File: src/rtl/lrr_pkg.sv
package lrr_pkg;

    typedef enum logic [1:0] {
        SYM_STATUS = 2'd0,
        SYM_RSTDEV = 2'd1,
        SYM_OTHER  = 2'd2,
        SYM_RSVD   = 2'd3
    } sym_kind_e;

    typedef struct packed {
        logic pending;
    } top_state_t;

endpackage

File: src/rtl/lrr_rst_sync.sv
module lrr_rst_sync (
    input  logic clk,
    input  logic async_rst_n,
    output logic sync_rst_n
);
    logic [1:0] stage_q;

    always_ff @(posedge clk or negedge async_rst_n) begin
        if (!async_rst_n) begin
            stage_q <= 2'b00;
        end else begin
            stage_q <= {stage_q[0], 1'b1};
        end
    end

    assign sync_rst_n = stage_q[1];
endmodule

File: src/rtl/lrr_run_det.sv
module lrr_run_det #(
    parameter int RUN_LEN = 4,
    parameter int CW      = (RUN_LEN > 2) ? $clog2(RUN_LEN) : 1
) (
    input  logic          clk,
    input  logic          rst_n,
    input  logic          hold_clr,
    input  logic          sym_valid,
    input  logic [1:0]    sym_type,
    input  logic          pkt_start,
    output logic          hit,
    output logic [CW-1:0] run_cnt
);
    import lrr_pkg::*;

    localparam logic [CW-1:0] LAST = CW'(RUN_LEN - 1);

    typedef struct packed {
        logic [CW-1:0] cnt;
    } run_state_t;

    run_state_t cur_q, nxt_d;

    always_comb begin
        nxt_d = cur_q;
        hit   = 1'b0;
        if (hold_clr || pkt_start) begin
            nxt_d.cnt = '0;
        end else if (sym_valid) begin
            case (sym_kind_e'(sym_type))
                SYM_STATUS: nxt_d.cnt = cur_q.cnt;
                SYM_RSTDEV: begin
                    if (cur_q.cnt == LAST) begin
                        hit       = 1'b1;
                        nxt_d.cnt = '0;
                    end else begin
                        nxt_d.cnt = cur_q.cnt + 1'b1;
                    end
                end
                default:    nxt_d.cnt = '0;
            endcase
        end
    end

    always_ff @(posedge clk or negedge rst_n) begin
        if (!rst_n) begin
            cur_q <= '0;
        end else begin
            cur_q <= nxt_d;
        end
    end

    assign run_cnt = cur_q.cnt;
endmodule

File: src/rtl/lrr_self_timer.sv
module lrr_self_timer #(
    parameter int CYCLES = 6,
    parameter int TW     = (CYCLES > 2) ? $clog2(CYCLES) : 1
) (
    input  logic clk,
    input  logic rst_n,
    input  logic start,
    output logic active
);
    localparam logic [TW-1:0] LOAD = TW'(CYCLES - 1);

    typedef struct packed {
        logic          active;
        logic [TW-1:0] cnt;
    } tmr_state_t;

    tmr_state_t cur_q, nxt_d;

    always_comb begin
        nxt_d = cur_q;
        if (cur_q.active) begin
            if (cur_q.cnt == '0) begin
                nxt_d.active = 1'b0;
            end else begin
                nxt_d.cnt = cur_q.cnt - 1'b1;
            end
        end else if (start) begin
            nxt_d.active = 1'b1;
            nxt_d.cnt    = LOAD;
        end
    end

    always_ff @(posedge clk or negedge rst_n) begin
        if (!rst_n) begin
            cur_q <= '0;
        end else begin
            cur_q <= nxt_d;
        end
    end

    assign active = cur_q.active;
endmodule

File: src/rtl/link_rst_req_ctrl.sv
module link_rst_req_ctrl #(
    parameter int RUN_LEN         = 4,
    parameter int SELF_RST_CYCLES = 6
) (
    input  logic       clk,
    input  logic       hard_rst_n,
    input  logic       sym_valid,
    input  logic [1:0] sym_type,
    input  logic       pkt_start,
    input  logic       cfg_self_rst_en,
    input  logic       cfg_rst_int_en,
    input  logic       stat_clr,
    output logic       sw_rst_n,
    output logic       req_status,
    output logic       irq
);
    import lrr_pkg::*;

    localparam int EFF_CYCLES = (SELF_RST_CYCLES < 4) ? 4 : SELF_RST_CYCLES;
    localparam int CW         = (RUN_LEN > 2) ? $clog2(RUN_LEN) : 1;

    logic          rst_n_int;
    logic          hit;
    logic          self_active;
    logic          busy;
    logic          self_start;
    logic [CW-1:0] run_cnt;
    top_state_t    st_q, st_d;

    lrr_rst_sync u_sync (
        .clk        (clk),
        .async_rst_n(hard_rst_n),
        .sync_rst_n (rst_n_int)
    );

    lrr_run_det #(.RUN_LEN(RUN_LEN), .CW(CW)) u_run (
        .clk      (clk),
        .rst_n    (rst_n_int),
        .hold_clr (busy),
        .sym_valid(sym_valid),
        .sym_type (sym_type),
        .pkt_start(pkt_start),
        .hit      (hit),
        .run_cnt  (run_cnt)
    );

    lrr_self_timer #(.CYCLES(EFF_CYCLES)) u_tmr (
        .clk   (clk),
        .rst_n (rst_n_int),
        .start (self_start),
        .active(self_active)
    );

    assign busy       = self_active | st_q.pending;
    assign self_start = hit & cfg_self_rst_en;

    always_comb begin
        st_d = st_q;
        if (hit && !cfg_self_rst_en) begin
            st_d.pending = 1'b1;
        end else if (stat_clr && !self_active) begin
            st_d.pending = 1'b0;
        end
    end

    always_ff @(posedge clk or negedge rst_n_int) begin
        if (!rst_n_int) begin
            st_q <= '0;
        end else begin
            st_q <= st_d;
        end
    end

    assign sw_rst_n   = ~(self_active | st_q.pending);
    assign req_status = st_q.pending;
    assign irq        = st_q.pending & cfg_rst_int_en & rst_n_int & ~self_active;
endmodule

File: config.mk
export PLATFORM = sky130hd
export DESIGN_NAME = link_rst_req_ctrl
export DESIGN_NICKNAME = d
export VERILOG_FILES = /design/src/rtl/lrr_pkg.sv /design/src/rtl/lrr_rst_sync.sv /design/src/rtl/lrr_run_det.sv /design/src/rtl/lrr_self_timer.sv /design/src/rtl/link_rst_req_ctrl.sv
export SDC_FILE = /design/constraint.sdc
export NUM_CORES = 1
export LEC_CHECK = 0
export ABC_AREA = 0
export BUFFER_PORTS_ARGS = -buffer_cell sky130_fd_sc_hd__buf_4
export CORE_AREA = 2 2 39 41
export CTS_CLUSTER_DIAMETER = 80
export DETAILED_ROUTE_END_ITERATION = 8
export DIE_AREA = 0 0 41 43
export PLACE_DENSITY = 0.56
export SETUP_SLACK_MARGIN = 0.05
export SYNTH_ARGS = -nofsm -noshare
export SYNTH_HDL_FRONTEND = slang
export SYNTH_SLANG_ARGS = --single-unit
File: constraint.sdc
create_clock -name clk -period 0.9 [get_ports clk]
set_clock_uncertainty 0.1 [all_clocks]
set_input_delay 0.135 -clock clk [delete_from_list [all_inputs] [get_ports clk]]
set_output_delay 0.135 -clock clk [all_outputs]
set_load 0.01 [all_outputs]
# Word level (Yosys, flattened, before mapping)
# Index checks and enable logic that the tools add are counted.
dict set report classes {
  add_sub_neg 2
  multipliers 0
  div_mod_pow 0
  n_lt_le_gt_ge 0
  eq_ne 4
  n_shift 0
  n_mux 14
  bitwise 7
  reduce_logical 12
}
# cell count
set op_table {}
lappend op_table {{4-bit 2-to-1 mux} 2}
lappend op_table {{1-bit 2-to-1 mux} 7}
lappend op_table {{2-bit 2-to-1 mux} 3}
lappend op_table {{2-bit nonzero test} 3}
lappend op_table {{1-bit AND} 4}
lappend op_table {{2-bit case mux with 2 select lines} 1}
lappend op_table {{2-bit AND reduction} 2}
lappend op_table {{3-bit zero test} 1}
lappend op_table {{3-bit 2-to-1 mux} 1}
lappend op_table {{3-bit by 1-bit subtractor with 3-bit output, second input constant} 1}
lappend op_table {{2-bit by 1-bit adder with 2-bit output, second input constant} 1}
lappend op_table {{2-bit by 1-bit == test with 1-bit output, second input constant} 1}
lappend op_table {{2-bit == test, second input constant} 1}
lappend op_table {{1-bit logical AND} 2}
lappend op_table {{1-bit zero test} 2}
lappend op_table {{2-bit zero test} 1}
lappend op_table {{2-bit by 1-bit inequality test with 1-bit output, second input constant} 1}
lappend op_table {{2-bit inequality test, second input constant} 1}
lappend op_table {{1-bit inverter} 2}
lappend op_table {{1-bit logical OR} 1}
lappend op_table {{1-bit bitwise OR} 1}
dict set report word_totals {
  ff_bits 9
  latchBits 0
  ram_bits 0
  rom_bits 0
  input_bits 9
  out_inout_bits 3
  wordCells 44
  n_memories 0
}

# Longest topological paths before layout
dict set report depth {
  word_depth 8
  mapped_depth 5
  mapped_depth_nobuf 5
}

# By module
# A second synthesis with hierarchy kept.
dict set report unflattened {
  cells_unflattened 45
  area_unflattened_um2 470.5
}
# mod n_inst cells_per_inst area_each_um2 seq_area_each_um2
set modules_own_cells {}
lappend modules_own_cells {lrr_self_timer 1 19 205.2 100.1}
lappend modules_own_cells {lrr_run_det 1 15 137.6 50.0}
lappend modules_own_cells {link_rst_req_ctrl 1 8 73.8 25.0}
lappend modules_own_cells {lrr_rst_sync 1 3 53.8 50.0}

# Worst setup path before layout
# Ideal clock, no wire load.
dict set report synth_timing {
  path_kind {register to register}
  from {reg u_run.cur_q, in the netlist u_run.run_cnt[0]}
  to {reg u_run.cur_q, in the netlist u_run.run_cnt[0]}
  setup_ns 0.078
  arrival_ns 1.189
  required_ns 0.722
  setup_slack_ns -0.467
  path_stages_with_launch 4
  n_path_buf 0
  period_less_slack_ns 1.367
  path_cell_list {dfrtp_1 -> ha_1 -> or4_1 -> a21boi_1}
}
dict set report synth_via {
  elab_chain_cells 5
  word_cells_on_any_way 6
  cone_classes {1 x add/sub; 1 x eq/ne; 4 x mux}
}
# item line
set synth_rtl {}
lappend synth_rtl {{start: declaration} lrr_run_det.sv:22} ;# run_state_t cur_q, nxt_d;
lappend synth_rtl {{start signal: assignment} lrr_run_det.sv:49} ;# cur_q <= nxt_d;
lappend synth_rtl {{2-bit by 1-bit adder with 2-bit output or 2-bit == test (tied branches)} {lrr_run_det.sv:37, lrr_run_det.sv:33}}
lappend synth_rtl {{2-bit 2-to-1 mux (*)} lrr_run_det.sv:33} ;# if (cur_q.cnt == LAST) begin
lappend synth_rtl {{2-bit case mux with 2 select lines (*)} lrr_run_det.sv:30} ;# case (sym_kind_e'(sym_type))
lappend synth_rtl {{2-bit 2-to-1 mux (*)} lrr_run_det.sv:29} ;# end else if (sym_valid) begin
lappend synth_rtl {{2-bit 2-to-1 mux (*)} lrr_run_det.sv:27} ;# if (hold_clr || pkt_start) begin
# Every way passes the cells marked *; elsewhere a longest branch is shown, timed or not. The select of a mux whose other input is x is not followed.
# A chain may end at the register's enable or synchronous reset.

# Final worst setup path
dict set report layout_timing {
  from {reg u_tmr.cur_q, in the netlist u_tmr.active}
  to {out irq}
}
dict set report layout_via {
  elab_chain_cells 2
}
# item line
set layout_rtl {}
lappend layout_rtl {{start: declaration} lrr_self_timer.sv:17} ;# tmr_state_t cur_q, nxt_d;
lappend layout_rtl {{start signal: assignment} lrr_self_timer.sv:37} ;# cur_q <= nxt_d;
lappend layout_rtl {{1-bit inverter} link_rst_req_ctrl.sv:76} ;# assign irq = st_q.pending & cfg_rst_int_en & rst_n_int & ~self_active;
lappend layout_rtl {{1-bit AND} link_rst_req_ctrl.sv:76}
lappend layout_rtl {{end: declaration} link_rst_req_ctrl.sv:15} ;# output logic irq
# Every way passes these cells.

==> impl_metrics.toml <==
[run_status]
outcome = "finished with violations"
violations = "negative hold slack, negative setup slack"

[placed_design]
hpwl_um = 780
placedInstanceArea_um2 = 654
io_buffers = 11
place_congestion = 0.670

[clock_tree]
cts_buffers = 3
insertion_delay_ns = 0.26
cts_tree = "done"
ctsHtreeMaxLevel = 1
cts_hold_buf = 1
root_buffer = "clkbuf_4"
clockBufferDepth = 2
clk_pin_slew_ns = 0.06
numClockSinks = 9

[detailed_routing]
drtPass1Iterations = 4
drc_errors = 0
totalWireLength_um = 1180
drtIter0Drc = 3
wire_per_inst_um = 12.4
ant_nets = 0
vias = 456
drt-vias-per-instance = 4.80

[sta]
rsz0062_at_grt = "true"
finalMaxSlewViolations = 0
fmax_mhz = 742
finalHoldViolations = 1
setup_violations = 10
min_period_ns = 1.35
setup_slack_ns = -0.448
fin_crit_sh = 1.50
fin_hold_ws_ns = -0.0364
fin_tns_setup_ns = -3.49

[pwr]
power_density_nw_per_um2 = 993
fin_total_pwr_w = 0.000811
vdd_drop_max_v = 0.000815
p_leak_nw = 0.401

[worst_hold_path]
min_from = "stat_clr"
hold_path_class = "primary input to flip-flop"

[yosys]
post_synth_fa_ha_maj_area_fraction = 0.0833
synth_area_leader_cell = "dfrtp_1"
synth.area.top_cells = "dfrtp_1 50%, ha_1 8.3%, nand3_1 3.3%"
synth_cells = 45
ys_seq_area_frac = 0.500
yosysMostFrequentCell = "dfrtp_1"
synthXorXnorAreaFrac = 0
postSynthAreaPerCell_um2 = 10.0
synth_area_um2 = 450
synth_top_flop_cell = "dfrtp_1"
synth-simple-area-share = 0.264
ys_async_sr_fraction = 1.00
ys_seq_elements = 9
syn_nets = 57
synthMuxAreaShare = 0
synth_top_cell_area_share = 0.500
synth.distinct_cells = 23
synth-compound-area-share = 0.111
synth_top_family_by_area = "simple AND/OR/NAND/NOR gates"
synth-edff-count = 0
ys_top_cells_by_count = "9 x dfrtp_1, 4 x nand2_1"
yosys_warnings = 0

[setup_path]
slowest_delay_ns = 0.38
cp_slowest_cell = "dfrtp_1"
r2r_start = "u_run.run_cnt[0]"
worstPathArrival_ns = 1.11
cp_max_fo = 4
path_class = "flip-flop to primary output"
crit_path_frequent_cell = "buf_6"
cp-start-kind = "flip-flop"
cp-end-kind = "primary output"
crit_chain = "buf_6 > inv_4 > and4_4 > buf_6"
critPathLaunch = "u_tmr.active"
required_ns = 0.66

[floorplanning]
die-area_um2 = 1760
die_x_um = 41
rows = 14
pin_count = 12
core-area_um2 = 1380
dieHeight_um = 43
start_util = 0.325

[finish]
drive_gt1_frac = 0.582
fin_nets = 92
final_area_um2 = 817
syn2layout_area_growth_pct = 81.4
fill_cells = 136
multi_input_area_um2 = 273
n_antenna_cell = 0
regArea_um2 = 226

[job]
maxCapViolCount = 0

[grt]
antenna_found_initial = 0
grt_pass1_vias = 442
track_usage = 0.162
grt_first_pass_wirelength_um = 1810
grt.overflow.total = 0
grt_max_degree = 8
[cells by family (layout without fill, tap and decap cells)]
logic type      after synthesis  count (layout)
flops                         9               9
other cells                   1               1
fa+ha+maj                     3               3
simple gates                 20              20
buf+inv                       4              38
compound gates                8               8
[final timing paths]
path / endpoint / slack, ns / depth (start not counted)
setup reg to reg: u_tmr.cur_q[1] / -0.43 / 4
hold reg to reg: u_tmr.cur_q[1] / 0.07 / 1
max in group asynchronous: u_run.run_cnt[1] / 0.51 / 1
min in group asynchronous: u_tmr.cur_q[1] / 0.07 / 1
hold / removal: req_status / -0.04 / 2
setup / recovery: irq / -0.45 / 4
[registers in the layout, indices dropped and copies added, names as in the netlist]
register	count
req_status	1
u_tmr.active	1
u_run.run_cnt	2
u_tmr.cur_q	3
u_sync.stage_q	2
[report_power, final]
group | leakage (nW) | switching, W | internal (W)
Sequential | 0.120 | 0.00000338 | 0.000412
Combinational | 0.266 | 0.0000352 | 0.0000511
Clock | 0.0150 | 0.000139 | 0.000171
Total | 0.401 | 0.000177 | 0.000634
[metal layers]
layer / share of wire / vias up / routed length, um / track usage
li1: - / 228 / - / -
met2: 0.49 / 13 / 570 / 0.213
met4: 0.036 / 0 / 42 / 0.140
met1: 0.42 / 211 / 494 / 0.217
met3: 0.057 / 4 / 67 / 0.0314
met5: 0 / - / 0 / 0
[metrics by stage]
stage | setup slack [ns] | instances | hold WS, ns | utilization
after global routing | -0.505 | 95 | -0.0433 | 0.590
after global placement | -0.432 | 83 | -0.182 | 0.473
after floorplan | -0.371 | 45 | -0.261 | -
after CTS | -0.450 | 93 | -0.0424 | 0.563
after detailed placement | -0.440 | 83 | -0.181 | 0.473
final | -0.448 | 95 | -0.0364 | 0.590
[placed cells by master (no fill, tap or decap), types with 2 or more instances in the layout]
cell and instances:
buf_4 22, dfrtp_1 8, buf_6 7, nand2_1 4, o21ai_0 3, clkbuf_4 3
inv_2 2, nor3_4 2, or3_1 2, nand3_1 2
[area by class of cell]
cell class                      count  area share
Timing Repair Buffer               30       0.311
Multi-Input combinational cell     32       0.334
Clock buffer                        4      0.0322
Tap cell                           16      0.0245
Inverter                            4      0.0214
Sequential cell                     9       0.277
[repair_timing]
item,in CTS,in global routing
gates resized for setup,13,5
endpoints found under the hold margin,3,1
setup endpoints to repair,10,10
pin swaps,12,5
setup buffers,5,3
[critical path, delay by kind of cell (launching register included)]
family | cells | cell delay (ns)
flip-flops | 1 | 0.38
buffers and inverters | 3 | 0.28
AND/OR/NAND/NOR | 1 | 0.19
Power figures use the tool's default switching activity.
